`src/rtl/ledSeqPkg.sv`:
```
`timescale 1ns/1ps
package ledSeqPkg;
  localparam int CMD_W     = 16;
  localparam int CMD_DEPTH = 16;
  localparam int PC_W      = $clog2(CMD_DEPTH);
  localparam int BR_W      = 8;
  localparam int MASK_W    = 6;

  typedef enum logic [1:0] {
    MODE_DIRECT = 2'b00,
    MODE_LOAD   = 2'b01,
    MODE_RUN    = 2'b10,
    MODE_OFF    = 2'b11
  } modeT;

  typedef enum logic [1:0] {
    EX_HOLD   = 2'b00,
    EX_STEP   = 2'b01,
    EX_RUN0   = 2'b10,
    EX_RUNCUR = 2'b11
  } execT;

  typedef enum logic [1:0] {
    ST_IDLE = 2'b00,
    ST_RAMP = 2'b01,
    ST_SEND = 2'b10,
    ST_WAIT = 2'b11
  } stateT;

  localparam logic [1:0] OP_END    = 2'b00;
  localparam logic [1:0] OP_TRIG   = 2'b01;
  localparam logic [1:0] OP_BRANCH = 2'b10;
  localparam logic [1:0] OP_NOP    = 2'b11;

  // strobes from the interpreter to the datapath, valid for one cycle
  typedef struct packed {
    logic              pcInc;
    logic              pcJump;
    logic [PC_W-1:0]   pcTarget;
    logic              pcClear;
    logic              brightLoad;
    logic [BR_W-1:0]   brightVal;
    logic              brightUp;
    logic              brightDown;
    logic              brightClear;
    logic              trigLoad;
    logic [MASK_W-1:0] trigMask;
    logic              trigClear;
  } strobeT;
endpackage

```
`src/rtl/ledSeqCtrl.sv`:
```
`timescale 1ns/1ps
module ledSeqCtrl
  import ledSeqPkg::*;
#(
  parameter int TRIG_N     = 3,
  parameter int FAST_UNIT  = 16,
  parameter int SLOW_UNIT  = 512,
  parameter int SEND_TICKS = 16
) (
  input  logic              clk,
  input  logic              rstN,
  input  logic              tick,
  input  logic [1:0]        modeIn,
  input  logic              execWr,
  input  logic [1:0]        execIn,
  input  logic [TRIG_N-1:0] trigIn,
  input  logic [CMD_W-1:0]  cmd,
  output strobeT            stb,
  output modeT              modeNow,
  output stateT             stateNow
);
  localparam int STEP_MAX = 63;
  localparam int CNT_W    = $clog2(STEP_MAX * SLOW_UNIT + 1);
  localparam int SEND_W   = $clog2(SEND_TICKS + 1);

  execT              execReg, execN, pendExec;
  logic              pendV;
  stateT             stateN;
  logic [CNT_W-1:0]  tickCnt, tickCntN, period;
  logic [6:0]        steps, stepsN;
  logic [SEND_W-1:0] sendCnt, sendN;
  logic [5:0]        loopCnt, loopN;
  logic [TRIG_N-1:0] seen, seenN, newSeen;
  logic              done, halt;

  // command fields
  logic              preF, signF, endRst;
  logic [5:0]        stepF, loopF;
  logic [6:0]        cntF;
  logic [1:0]        opF;
  logic [TRIG_N-1:0] waitM, sendM;

  assign preF   = cmd[14];
  assign stepF  = cmd[13:8];
  assign signF  = cmd[7];
  assign cntF   = cmd[6:0];
  assign opF    = cmd[14:13];
  assign endRst = cmd[12];
  assign waitM  = cmd[6 +: TRIG_N];
  assign sendM  = cmd[0 +: TRIG_N];
  assign loopF  = cmd[9:4];
  assign period = CNT_W'(stepF) * (preF ? CNT_W'(SLOW_UNIT) : CNT_W'(FAST_UNIT));
  assign newSeen = seen | trigIn;

  always_comb begin
    stb      = '0;
    stateN   = stateNow;
    tickCntN = tickCnt;
    stepsN   = steps;
    sendN    = sendCnt;
    seenN    = seen;
    loopN    = loopCnt;
    execN    = execReg;
    done     = 1'b0;
    halt     = 1'b0;
    if (tick) begin
      if (pendV) begin
        execN         = pendExec;
        stateN        = ST_IDLE;
        stb.trigClear = 1'b1;
        loopN         = '0;
        if (pendExec == EX_RUN0) stb.pcClear = 1'b1;
      end else if (modeNow != MODE_RUN) begin
        stateN        = ST_IDLE;
        stb.trigClear = 1'b1;
      end else if (execReg != EX_HOLD) begin
        case (stateNow)
          ST_IDLE: begin
            if (!cmd[15]) begin
              if (stepF == '0) begin
                stb.brightLoad = 1'b1;
                stb.brightVal  = cmd[7:0];
                stb.pcInc      = 1'b1;
                done           = 1'b1;
              end else begin
                stateN   = ST_RAMP;
                tickCntN = period - 1'b1;
                stepsN   = cntF;
              end
            end else begin
              case (opF)
                OP_END: begin
                  halt = 1'b1;
                  stb.pcClear = endRst;
                end
                OP_TRIG: begin
                  if (sendM != '0) begin
                    stb.trigLoad = 1'b1;
                    stb.trigMask = MASK_W'(sendM);
                    sendN        = SEND_W'(SEND_TICKS);
                    stateN       = ST_SEND;
                  end else if (waitM != '0) begin
                    seenN  = '0;
                    stateN = ST_WAIT;
                  end else begin
                    stb.pcInc = 1'b1;
                    done      = 1'b1;
                  end
                end
                OP_BRANCH: begin
                  if (loopCnt < loopF) begin
                    loopN        = loopCnt + 1'b1;
                    stb.pcJump   = 1'b1;
                    stb.pcTarget = cmd[PC_W-1:0];
                  end else begin
                    loopN     = '0;
                    stb.pcInc = 1'b1;
                  end
                  done = 1'b1;
                end
                default: begin
                  stb.pcInc = 1'b1;
                  done      = 1'b1;
                end
              endcase
            end
          end
          ST_RAMP: begin
            if (tickCnt == '0) begin
              if (steps != '0) begin
                stb.brightUp   = !signF;
                stb.brightDown = signF;
              end
              if (steps <= 7'd1) begin
                stb.pcInc = 1'b1;
                done      = 1'b1;
                stateN    = ST_IDLE;
              end else begin
                stepsN   = steps - 1'b1;
                tickCntN = period - 1'b1;
              end
            end else begin
              tickCntN = tickCnt - 1'b1;
            end
          end
          ST_SEND: begin
            if (sendCnt == SEND_W'(1)) begin
              stb.trigClear = 1'b1;
              if (waitM != '0) begin
                seenN  = '0;
                stateN = ST_WAIT;
              end else begin
                stb.pcInc = 1'b1;
                done      = 1'b1;
                stateN    = ST_IDLE;
              end
            end else begin
              sendN = sendCnt - 1'b1;
            end
          end
          default: begin
            if ((newSeen & waitM) == waitM) begin
              stb.pcInc = 1'b1;
              done      = 1'b1;
              stateN    = ST_IDLE;
            end else begin
              seenN = newSeen;
            end
          end
        endcase
      end
      if (done && execReg == EX_STEP) execN = EX_HOLD;
      if (halt) execN = EX_HOLD;
      if (modeT'(modeIn) == MODE_OFF) begin
        stb             = '0;
        stb.pcClear     = 1'b1;
        stb.brightClear = 1'b1;
        stb.trigClear   = 1'b1;
        stateN          = ST_IDLE;
      end
    end
  end

  always_ff @(posedge clk or negedge rstN) begin
    if (!rstN) begin
      modeNow  <= MODE_OFF;
      execReg  <= EX_HOLD;
      pendExec <= EX_HOLD;
      pendV    <= 1'b0;
      stateNow <= ST_IDLE;
      tickCnt  <= '0;
      steps    <= '0;
      sendCnt  <= '0;
      loopCnt  <= '0;
      seen     <= '0;
    end else begin
      if (execWr) begin
        pendV    <= 1'b1;
        pendExec <= execT'(execIn);
      end else if (tick) begin
        pendV <= 1'b0;
      end
      if (tick) modeNow <= modeT'(modeIn);
      execReg  <= execN;
      stateNow <= stateN;
      tickCnt  <= tickCntN;
      steps    <= stepsN;
      sendCnt  <= sendN;
      loopCnt  <= loopN;
      seen     <= seenN;
    end
  end
endmodule

```
`src/rtl/ledSeqData.sv`:
```
`timescale 1ns/1ps
module ledSeqData
  import ledSeqPkg::*;
#(
  parameter int TRIG_N = 3
) (
  input  logic              clk,
  input  logic              rstN,
  input  logic              tick,
  input  strobeT            stb,
  input  modeT              modeNow,
  input  logic              memWrEn,
  input  logic [PC_W-1:0]   memAddr,
  input  logic [CMD_W-1:0]  memData,
  input  logic              pcWrEn,
  input  logic [PC_W-1:0]   pcWrData,
  input  logic [BR_W-1:0]   directPwm,
  output logic [CMD_W-1:0]  cmd,
  output logic [PC_W-1:0]   pc,
  output logic [BR_W-1:0]   brightHeld,
  output logic [BR_W-1:0]   brightOut,
  output logic [TRIG_N-1:0] trigOut
);
  logic [CMD_W-1:0] store [CMD_DEPTH];
  logic [PC_W-1:0]  pcPend;
  logic             pcPendV;

  always_ff @(posedge clk or negedge rstN) begin
    if (!rstN) begin
      for (int i = 0; i < CMD_DEPTH; i++) store[i] <= '0;
    end else if (memWrEn && modeNow == MODE_LOAD) begin
      store[memAddr] <= memData;
    end
  end

  assign cmd = store[pc];

  always_ff @(posedge clk or negedge rstN) begin
    if (!rstN) begin
      pc      <= '0;
      pcPend  <= '0;
      pcPendV <= 1'b0;
    end else begin
      if (pcWrEn) begin
        pcPend  <= pcWrData;
        pcPendV <= 1'b1;
      end else if (tick) begin
        pcPendV <= 1'b0;
      end
      if (stb.pcClear)           pc <= '0;
      else if (tick && pcPendV)  pc <= pcPend;
      else if (stb.pcJump)       pc <= stb.pcTarget;
      else if (stb.pcInc)        pc <= pc + 1'b1;
    end
  end

  always_ff @(posedge clk or negedge rstN) begin
    if (!rstN) begin
      brightHeld <= '0;
      trigOut    <= '0;
    end else begin
      if (stb.brightClear)                         brightHeld <= '0;
      else if (stb.brightLoad)                     brightHeld <= stb.brightVal;
      else if (stb.brightUp && brightHeld != '1)   brightHeld <= brightHeld + 1'b1;
      else if (stb.brightDown && brightHeld != '0) brightHeld <= brightHeld - 1'b1;
      if (stb.trigClear)     trigOut <= '0;
      else if (stb.trigLoad) trigOut <= stb.trigMask[TRIG_N-1:0];
    end
  end

  assign brightOut = (modeNow == MODE_DIRECT) ? directPwm : brightHeld;
endmodule

```
`src/rtl/ledSeqEngine.sv`:
```
`timescale 1ns/1ps
module ledSeqEngine
  import ledSeqPkg::*;
#(
  parameter int TRIG_N     = 3,
  parameter int FAST_UNIT  = 16,
  parameter int SLOW_UNIT  = 512,
  parameter int SEND_TICKS = 16
) (
  input  logic              clk,
  input  logic              rstN,
  input  logic              tick,
  input  logic [1:0]        modeIn,
  input  logic              execWr,
  input  logic [1:0]        execIn,
  input  logic              memWrEn,
  input  logic [3:0]        memAddr,
  input  logic [15:0]       memData,
  input  logic              pcWrEn,
  input  logic [3:0]        pcWrData,
  input  logic [7:0]        directPwm,
  input  logic [TRIG_N-1:0] trigIn,
  output logic [7:0]        brightOut,
  output logic [3:0]        pcOut,
  output logic [TRIG_N-1:0] trigOut
);
  strobeT           stb;
  modeT             modeNow;
  stateT            stateNow;
  logic [CMD_W-1:0] cmd;
  logic [BR_W-1:0]  brightHeld;

  ledSeqCtrl #(
    .TRIG_N(TRIG_N), .FAST_UNIT(FAST_UNIT),
    .SLOW_UNIT(SLOW_UNIT), .SEND_TICKS(SEND_TICKS)
  ) ctrl (
    .clk(clk), .rstN(rstN), .tick(tick), .modeIn(modeIn),
    .execWr(execWr), .execIn(execIn), .trigIn(trigIn), .cmd(cmd),
    .stb(stb), .modeNow(modeNow), .stateNow(stateNow)
  );

  ledSeqData #(.TRIG_N(TRIG_N)) data (
    .clk(clk), .rstN(rstN), .tick(tick), .stb(stb), .modeNow(modeNow),
    .memWrEn(memWrEn), .memAddr(memAddr), .memData(memData),
    .pcWrEn(pcWrEn), .pcWrData(pcWrData), .directPwm(directPwm),
    .cmd(cmd), .pc(pcOut), .brightHeld(brightHeld),
    .brightOut(brightOut), .trigOut(trigOut)
  );
endmodule

```
`config.mk`:
```
export PLATFORM = sky130hd
export DESIGN_NAME = ledSeqEngine
export DESIGN_NICKNAME = d
export VERILOG_FILES = /design/src/rtl/ledSeqPkg.sv /design/src/rtl/ledSeqCtrl.sv /design/src/rtl/ledSeqData.sv /design/src/rtl/ledSeqEngine.sv
export SDC_FILE = /design/constraint.sdc
export NUM_CORES = 1
export LEC_CHECK = 0
export CORE_MARGIN = 2
export CORE_UTILIZATION = 64
export DETAILED_ROUTE_END_ITERATION = 10
export DONT_BUFFER_PORTS = 1
export MAX_ROUTING_LAYER = met4
export PLACE_DENSITY = 0.79
export SETUP_SLACK_MARGIN = 0.15
export SYNTH_ARGS = -nofsm -noshare
export SYNTH_HDL_FRONTEND = slang
export SYNTH_HIERARCHICAL = 1
export SYNTH_SLANG_ARGS = --single-unit
```
`constraint.sdc`:
```
create_clock -name clk -period 5.2 [get_ports clk]
set_input_delay 0.26 -clock clk [delete_from_list [all_inputs] [get_ports clk]]
set_output_delay 0.26 -clock clk [all_outputs]
set_load 0.1 [all_outputs]
```
* After elaboration in Yosys (flattened, before gate mapping)
Cells that the tools add are included.
** Word-level totals
- Flip-flop bits (word level) :: 321
- Output and inout port bits :: 15
- Bits of input ports :: 45
** Cells by class
- Reduce and logical (&&, ||, !) cells :: 38
- Bitwise operators :: 7
- Multipliers :: 1
- Multiplexer cells :: 122
- Add/sub/neg operators :: 8
- Eq/ne operators :: 31
- Magnitude comparators :: 5
** Operators with widths (count)
- bitwise mux 256 bit :: 1
- 2-to-1 mux 15 bit :: 5
- 2-to-1 mux 7 bit :: 10
- binary-select mux 16 bit (select 4 bit) :: 1
- demux 16 bit (select 4 bit) :: 1
- 2-to-1 mux 27 bit :: 2
- 2-to-1 mux 6 bit :: 9
- 2-to-1 mux 16 bit :: 3
- 2-to-1 mux 8 bit :: 6
- 2-to-1 mux 2 bit :: 20
- 2-to-1 mux 18 bit :: 2
- 2-to-1 mux 1 bit :: 31
- 2-to-1 mux 5 bit :: 6
- case mux 15 bit (2 select lines) :: 1
- subtractor 15 x 1 -> 15 bit, second input constant :: 2
- AND reduction 9 bit :: 3
- 2-to-1 mux 3 bit :: 8
- nonzero test 2 bit :: 10
- 2-to-1 mux 9 bit :: 2
- 2-to-1 mux 4 bit :: 4
- logical NOT 15 bit :: 1
- multiplier 6 x 15 -> 15 bit :: 1
- inequality test 5 x 1 -> 1 bit, second input constant :: 3
- inequality test 2 bit, second input constant :: 7
- other kinds (44) :: 73

* Depth between registers and ports, before layout
Gate-level depths: netlist (run 1).
- Depth in word-level cells :: 20
- Depth in mapped cells :: 20

* By module
The synthesis (run 1) kept the hierarchy.
** Modules (own cells, without submodules)
- ledSeqData :: area an instance 13113.8 um^2, cells an instance 937, instances 1
- ledSeqCtrl :: area an instance 3696.0 um^2, cells an instance 455, instances 1

* Worst setup path before layout (run 1)
Ideal clock, no wire load.
- Path type :: reg-to-reg
- Start point :: register data.pc[0]
- End point :: register ctrl.tickCnt[14]
- Arrival time :: 4.678 ns
- Path buffers :: 4
- Setup time :: 0.123 ns
- Stages on the path, launching flop included :: 21
- Slack :: 0.399 ns
- Cell sequence :: dfrtp_1 buf_2 buf_2 buf_2 mux2i_1 a21oi_1 a22oi_1 nand2_1 clkbuf_1 nand2b_1 inv_1 ha_1 ha_1 xnor2_1 ha_1 nor3_1 a211oi_1 a31o_2 a21oi_1 xnor2_1 o2bb2ai_1
** Between the ends
- Cells in the longest elaborated chain, start to end :: 10
** RTL lines
- from (decl) :: line ledSeqData.sv:19 : output logic [PC_W-1:0] pc,
- from (signal assigned) :: line ledSeqData.sv:51 : else if (tick && pcPendV) pc <= pcPend;
- from (signal assigned) :: line ledSeqData.sv:52 : else if (stb.pcJump) pc <= stb.pcTarget;
- from (signal assigned) :: line ledSeqData.sv:53 : else if (stb.pcInc) pc <= pc + 1'b1;
- NOT 4 -> 5 bit (not written as such) * :: line ledSeqData.sv:36 : assign cmd = store[pc];
- binary-select mux 16 bit (select 4 bit) * :: line ledSeqData.sv:36
- 2-to-1 mux 16 bit (not written as such) * (2 in series) :: line ledSeqData.sv:36
- net cmd[14] :: line ledSeqEngine.sv:30 : logic [CMD_W-1:0] cmd;
- 2-to-1 mux 10 bit * :: line ledSeqCtrl.sv:52 : assign period = CNT_W'(stepF) * (preF ? CNT_W'(SLOW_UNIT) : CNT_W'(FAST_UNIT));
- multiplier 6 x 15 -> 15 bit * :: line ledSeqCtrl.sv:52
- subtractor 15 x 1 -> 15 bit * :: line ledSeqCtrl.sv:87, ledSeqCtrl.sv:140
- 2-to-1 mux 15 bit, on equally long branches :: line ledSeqCtrl.sv:134, ledSeqCtrl.sv:80
- 2-to-1 mux 15 bit, on equally long branches :: line ledSeqCtrl.sv:129, ledSeqCtrl.sv:79
- case mux 15 bit (2 select lines) * :: line ledSeqCtrl.sv:77 : case (stateNow)
- to (signal assigned) :: line ledSeqCtrl.sv:206 : tickCnt <= tickCntN;
- to (decl) :: line ledSeqCtrl.sv:29 : logic [CNT_W-1:0] tickCnt, tickCntN, period;
Mark *: on every way through the listed nets, which the timed path passes. The rest lies on a longest branch. The select of a mux whose other input is x is not followed.
A chain may end at the register's enable or synchronous reset.

==> flow_metrics.tcl, run 1 <==
set metrics [dict create \
    clk_path_buf_depth 3 \
    layout_commonest_cell "dfrtp_1" \
    setup_viol 0 \
    grt_max_degree 322 \
    r2r_slack_ns 0.60 \
    dpl.hpwl_mm 26.0 \
    nNetsFinal 1487 \
    powerDensity_mw_per_mm2 492 \
    vias_per_cell 6.59 \
    root_buffer "clkbuf_16" \
    maxSlewHeadroom_pct 19.2 \
    core_mm2 0.0259 \
    grt_first_pass_wirelength_mm 66.0 \
    grt_pass1_vias 12000 \
    clk-insertion-delay-late_ns 0.53 \
    power_w 0.00913 \
    die_x_um 166 \
    crit_path_start_kind "register" \
    cpPeakStageDelay_ns 0.69 \
    clkTransAtPathRegs_ns 0.05 \
    rsz0062_at_grt "false" \
    drt.antenna.violating_nets 0 \
    drc_errors 0 \
    io_buffers 0 \
    netlist_area_mm2 0.0168 \
    vdd_drop_max_uv 363 \
    setup-tns-final_ns 0 \
    drive_gt1_share_pct 30.6 \
    cts_buffers 35 \
    hp-class "in -> async" \
    crit_chain "buf_4 > mux2_2 > o21ai_0 > a21oi_1 > a22oi_1 > nand2_1 > nand2b_1 > a21o_1 > a21oi_1 > o21ai_0 > or3_1 > inv_1 > a2111oi_2 > nor2_1 > a22o_1" \
    clock-skew-final_ns 0.0201 \
    grt_usage_pct 31.2 \
    power_leakage_nw 8.50 \
    die_y_um 166 \
    cts_sinks 321 \
    violations "hold timing" \
    postCtsHoldBufs 33 \
    path_class "reg -> reg" \
    area_growth_syn_to_layout_pct 10.6 \
    drt_iter0_drc 1118 \
    critPathBufInv 2 \
    cp_max_fo 25 \
    vias 11600 \
    wl_mm 41.2 \
    avgSynthCellArea_um2 12.1 \
    setup_ws_ns 0.599 \
    layout_common_cells "dfrtp_1, mux2_2, nand2_1, a21oi_1, o21ai_0" \
    routedWlPerCell_um 23.4 \
    whs_ns -0.546 \
    htree_levels 2 \
    syn_nets 1475 \
    ios 60 \
    cp_top_family "compound AO/OA/AOI/OAI gates" \
    min_period_ns 4.60 \
    cp.required_ns 5.60 \
    slew_viol_final 0 \
    arrival_ns 5.00 \
    stdcell_area_mm2 0.0186 \
    routabilityCongestion 0.922 \
    fin_crit_sh_pct 88.5 \
    max-cap-violations 0 \
    grt-ovfl-total 0 \
    drt-pass1-iter-count 8 \
    crit_slowest_cell "dfrtp_4" \
    die_area_mm2 0.0275 \
    max_freq_ghz 0.217 \
    status "finished, violations left" \
    start_util_pct 64.8 \
    antenna_found_initial 1 \
    cts_tree "done" \
    placed_area_mm2 0.0171 \
    end_kind "register" \
    tightest_slew_ns 1.21 \
    post_cts_buffers 0 \
    rows 59 \
    syn_inst 1388 \
    fin_util_pct 71.6 \
    dp_slack_ns 0.693 \
    final_hold_viol_count 321 \
    synth-warning-count 6 \
]
worst register-to-register path: cells and delay by family (launching register included):
kind / cells / cell delay, ns
AO/OA/AOI/OAI: 8 / 1.78
buffers and inverters: 2 / 0.81
flip-flops: 1 / 0.69
multiplexers: 1 / 0.44
AND/OR/NAND/NOR: 4 / 0.77
power by group:
part	switching, W	total, W	internal (W)
Sequential	0.000384	0.00332	0.00294
Clock	0.00100	0.00250	0.00150
Combinational	0.00190	0.00331	0.00141
Total	0.00329	0.00913	0.00584
state kept, by name (all words and copies together) (netlist names), 2 cells and up:
register	flops
data/pc	4
data/store	256
ctrl/loopCnt	6
ctrl/steps	7
ctrl/execReg	2
ctrl/pendExec	2
data/brightHeld	8
ctrl/tickCnt	15
ctrl/modeNow	2
ctrl/sendCnt	5
ctrl/stateNow	2
ctrl/seen	3
data/pcPend	4
data/trigOut	3
stage by stage:
step | std cells | hold WS (ns)
floorplan | 1388 | -0.0356
global placement | 1665 | -0.0194
detailed placement | 1665 | -0.0192
CTS | 1761 | -0.566
global route | 1762 | -0.563
finish | 1762 | -0.546
final timing paths:
kind | start | end | depth (start not counted)
max in group asynchronous | rstN | data/store[119] | 0
worst max-delay path | data/pc[0] | data/pc[2] | 15
min in group clk | tick | ctrl/stateNow[0] | 3
worst max register to register | data/pc[0] | data/pc[2] | 15
worst min register to register | data/store[67] | data/store[67] | 1
worst min-delay path | rstN | ctrl/sendCnt[4] | 0
routing by layer:
metal | wire length, um | share of wire (%) | vias up | track usage (%)
met2 | 20200 | 49 | 425 | 50.6
met5 | 0 | 0 | - | -
met1 | 17100 | 42 | 5900 | 39.7
met4 | 1460 | 3.5 | 0 | 11.9
met3 | 2480 | 6.0 | 110 | 5.20
li1 | - | - | 5178 | -
what timing repair did:
action                                  CTS  global route
endpoints found under the setup margin    0             0
gates resized for setup                   0             0
endpoints found under the hold margin   592           321
area by class of cell:
type | instances | area, um^2
clock inverter | 8 | 80.1
clock buffer | 55 | 1090
tap | 335 | 419
multi-input combinational | 947 | 8250
timing repair buffer | 59 | 538
sequential | 321 | 8040
fill | 1748 | 7350
antenna | 1 | 2.50
inverter | 36 | 135
Note: power is estimated with default switching activity, not from simulation.
==> inputs of run 2 (changes only) <==
Clock period 5.2 ns to 4.37 ns, I/O delays scaled along.
==> run 2 against run 1 <==
The run still ends with hold timing left; clock power up 16%; clock-buffer cell count is 1 lower; critical path type unchanged; final cell count rose by 1.1%; largest cell class unchanged.
==> flow_metrics.tcl, run 2 (synthesis results as in run 1) <==
set metrics [dict create \
    cts_sinks 321 \
    cp_max_fo 6 \
    cpPeakStageDelay_ns 0.55 \
    wl_mm 41.9 \
    regMostFlops "data/store" \
    crit_top_cell "buf_4" \
    reg2reg_to "ctrl/tickCnt[14]" \
    crit_slowest_cell "dfrtp_4" \
    tightest_slew_ns 1.17 \
    fin_crit_sh_pct 93.3 \
    die_area_mm2 0.0275 \
    nNetsFinal 1509 \
    slew_viol_final 0 \
    layout_commonest_cell "dfrtp_1" \
    die_y_um 166 \
    cp.required_ns 4.72 \
    cts_buffers 34 \
    core_mm2 0.0259 \
    max_freq_ghz 0.245 \
    drt.antenna.violating_nets 0 \
    die_x_um 166 \
    area_growth_syn_to_layout_pct 12.2 \
    nFillCells 1661 \
    ios 60 \
    setup-tns-final_ns 0 \
    vias 11800 \
    multi_input_area_mm2 0.00837 \
    dp_slack_ns 0.197 \
    postCtsHoldBufs 33 \
    clk-insertion-delay-late_ns 0.51 \
    min_period_ns 4.08 \
    maxSlewHeadroom_pct 21.9 \
    drc_errors 0 \
    p_sw_w 0.00401 \
    power_leakage_nw 8.61 \
    max-cap-violations 0 \
    end_kind "register" \
    reg2reg_depth 19 \
    setup_ws_ns 0.295 \
    clock-skew-final_ns 0.0188 \
    violations "hold timing" \
    rsz0062_at_grt "true" \
    status "finished, violations left" \
    final-seq-area_mm2 0.00805 \
    antenna_found_initial 1 \
    clkTransAtPathRegs_ns 0.06 \
    cp_top_family "compound AO/OA/AOI/OAI gates" \
    grt_usage_pct 30.9 \
    setup_viol 0 \
    vias_per_cell 6.62 \
    grt_first_pass_wirelength_mm 65.7 \
    start_util_pct 64.8 \
    vdd_drop_max_uv 478 \
    critPathBufInv 4 \
    powerDensity_mw_per_mm2 591 \
    final_hold_viol_count 321 \
    dpl.hpwl_mm 26.0 \
    routedWlPerCell_um 23.5 \
    root_buffer "clkbuf_16" \
    grt_max_degree 322 \
    seq_power_share_pct 35.4 \
    routabilityCongestion 0.907 \
    drive_gt1_share_pct 32.9 \
    htree_levels 2 \
    grt_pass1_vias 12000 \
    cts_tree "done" \
    io_buffers 0 \
    largest_reg_flops 256 \
    p_int_w 0.00713 \
    path_class "reg -> reg" \
    hp-class "in -> async" \
    clk_path_buf_depth 3 \
    r2r_slack_ns 0.29 \
    fin_util_pct 72.7 \
    power.share.clock_pct 26.1 \
    grt-ovfl-total 0 \
    drt-pass1-iter-count 7 \
    swShare_pct 36.0 \
    combPwrFrac_pct 38.6 \
    arrival_ns 4.43 \
    reg_top3 "data/store: 256 flops, ctrl/tickCnt: 15 flops, data/brightHeld: 8 flops" \
    drt_iter0_drc 1128 \
    layout_common_cells "dfrtp_1, mux2_2, nand2_1, a21oi_1" \
    whs_ns -0.588 \
    r2r-start "data/pc[0]" \
    rows 59 \
    crit_chain "buf_4 > buf_4 > buf_4 > mux2i_1 > a221oi_2 > o21ai_2 > nand2_2 > nand2b_1 > inv_1 > ha_1 > ha_1 > xnor2_1 > ha_2 > nor3_4 > a211oi_2 > a31o_2 > a21oi_2 > xnor2_1 > o2bb2ai_1" \
    crit_path_start_kind "register" \
]
[run 2: cell count changes in the layout (fill, tap and decap cells not counted), sizes merged]
cell    delta
buf       +22
bufinv     +1
clkbuf     -1
clkinv     -3
nand2      +1
[run 2: layout make-up]
type                    count  share of cell area (%)
flip-flops and latches    321                    42.7
repair buffers             81                    3.87
diodes                      1                  0.0133
multi-input cells         948                    44.5
well taps                 335                    2.23
clock inverters             6                   0.445
inverters                  36                   0.718
clock buffers              54                    5.51
[run 2: how the worst max path moves through the flow]
| stage | start | endpoint | slack, ns | cells past startpoint |
|---|---|---|---|---|
| final | data/pc[0] | ctrl/tickCnt[14] | 0.29 | 19 |
| after global routing | data/pc[2] | data/pc[0] | 0.1 | 16 |
| after CTS | data/pc[2] | data/pc[0] | 0.18 | 16 |
| after detailed placement | data/pc[0] | data/pc[1] | 0.20 | 17 |
| after global placement | data/pc[0] | data/pc[1] | 0.25 | 16 |
| after floorplan | data/pc[1] | ctrl/tickCnt[14] | 0.18 | 20 |
[run 2: metrics by stage]
step / instances / power [W] / hold WS (ns) / cell area [um^2]
floorplan: 1388 / 0.00685 / -0.0771 / 16800
global placement: 1674 / 0.00772 / -0.0613 / 17200
detailed placement: 1674 / 0.00786 / -0.0615 / 17200
CTS: 1771 / 0.0109 / -0.595 / 18600
global route: 1782 / 0.0117 / -0.612 / 18800
finish: 1782 / 0.0111 / -0.588 / 18800
[run 2: power by group through the flow]
stage / clock network [W] / logic [W] / registers [W]
2_1_floorplan: 0 / 0.00297 / 0.00388
3_3_place_gp: 0 / 0.00379 / 0.00393
3_5_place_dp: 0 / 0.00389 / 0.00397
4_1_cts: 0.00294 / 0.00402 / 0.00392
5_1_grt: 0.00307 / 0.00467 / 0.00399
6_report: 0.00290 / 0.00429 / 0.00394
[run 2: timing repair]
item / CTS / global route
pin swaps: 0 / 7
gates cloned: 0 / 1
setup endpoints to repair: 2 / 11
buffers inserted: 4 / 9
resized for setup: 0 / 29
endpoints found under the hold margin: 594 / 321
[run 2: layer usage]
layer | track usage, % | vias up | share of wire, %
met5 | - | - | 0
met4 | 9.11 | 0 | 2.8
met3 | 4.86 | 92 | 5.6
met2 | 50.6 | 420 | 50
met1 | 40.3 | 6048 | 42
li1 | - | 5229 | -
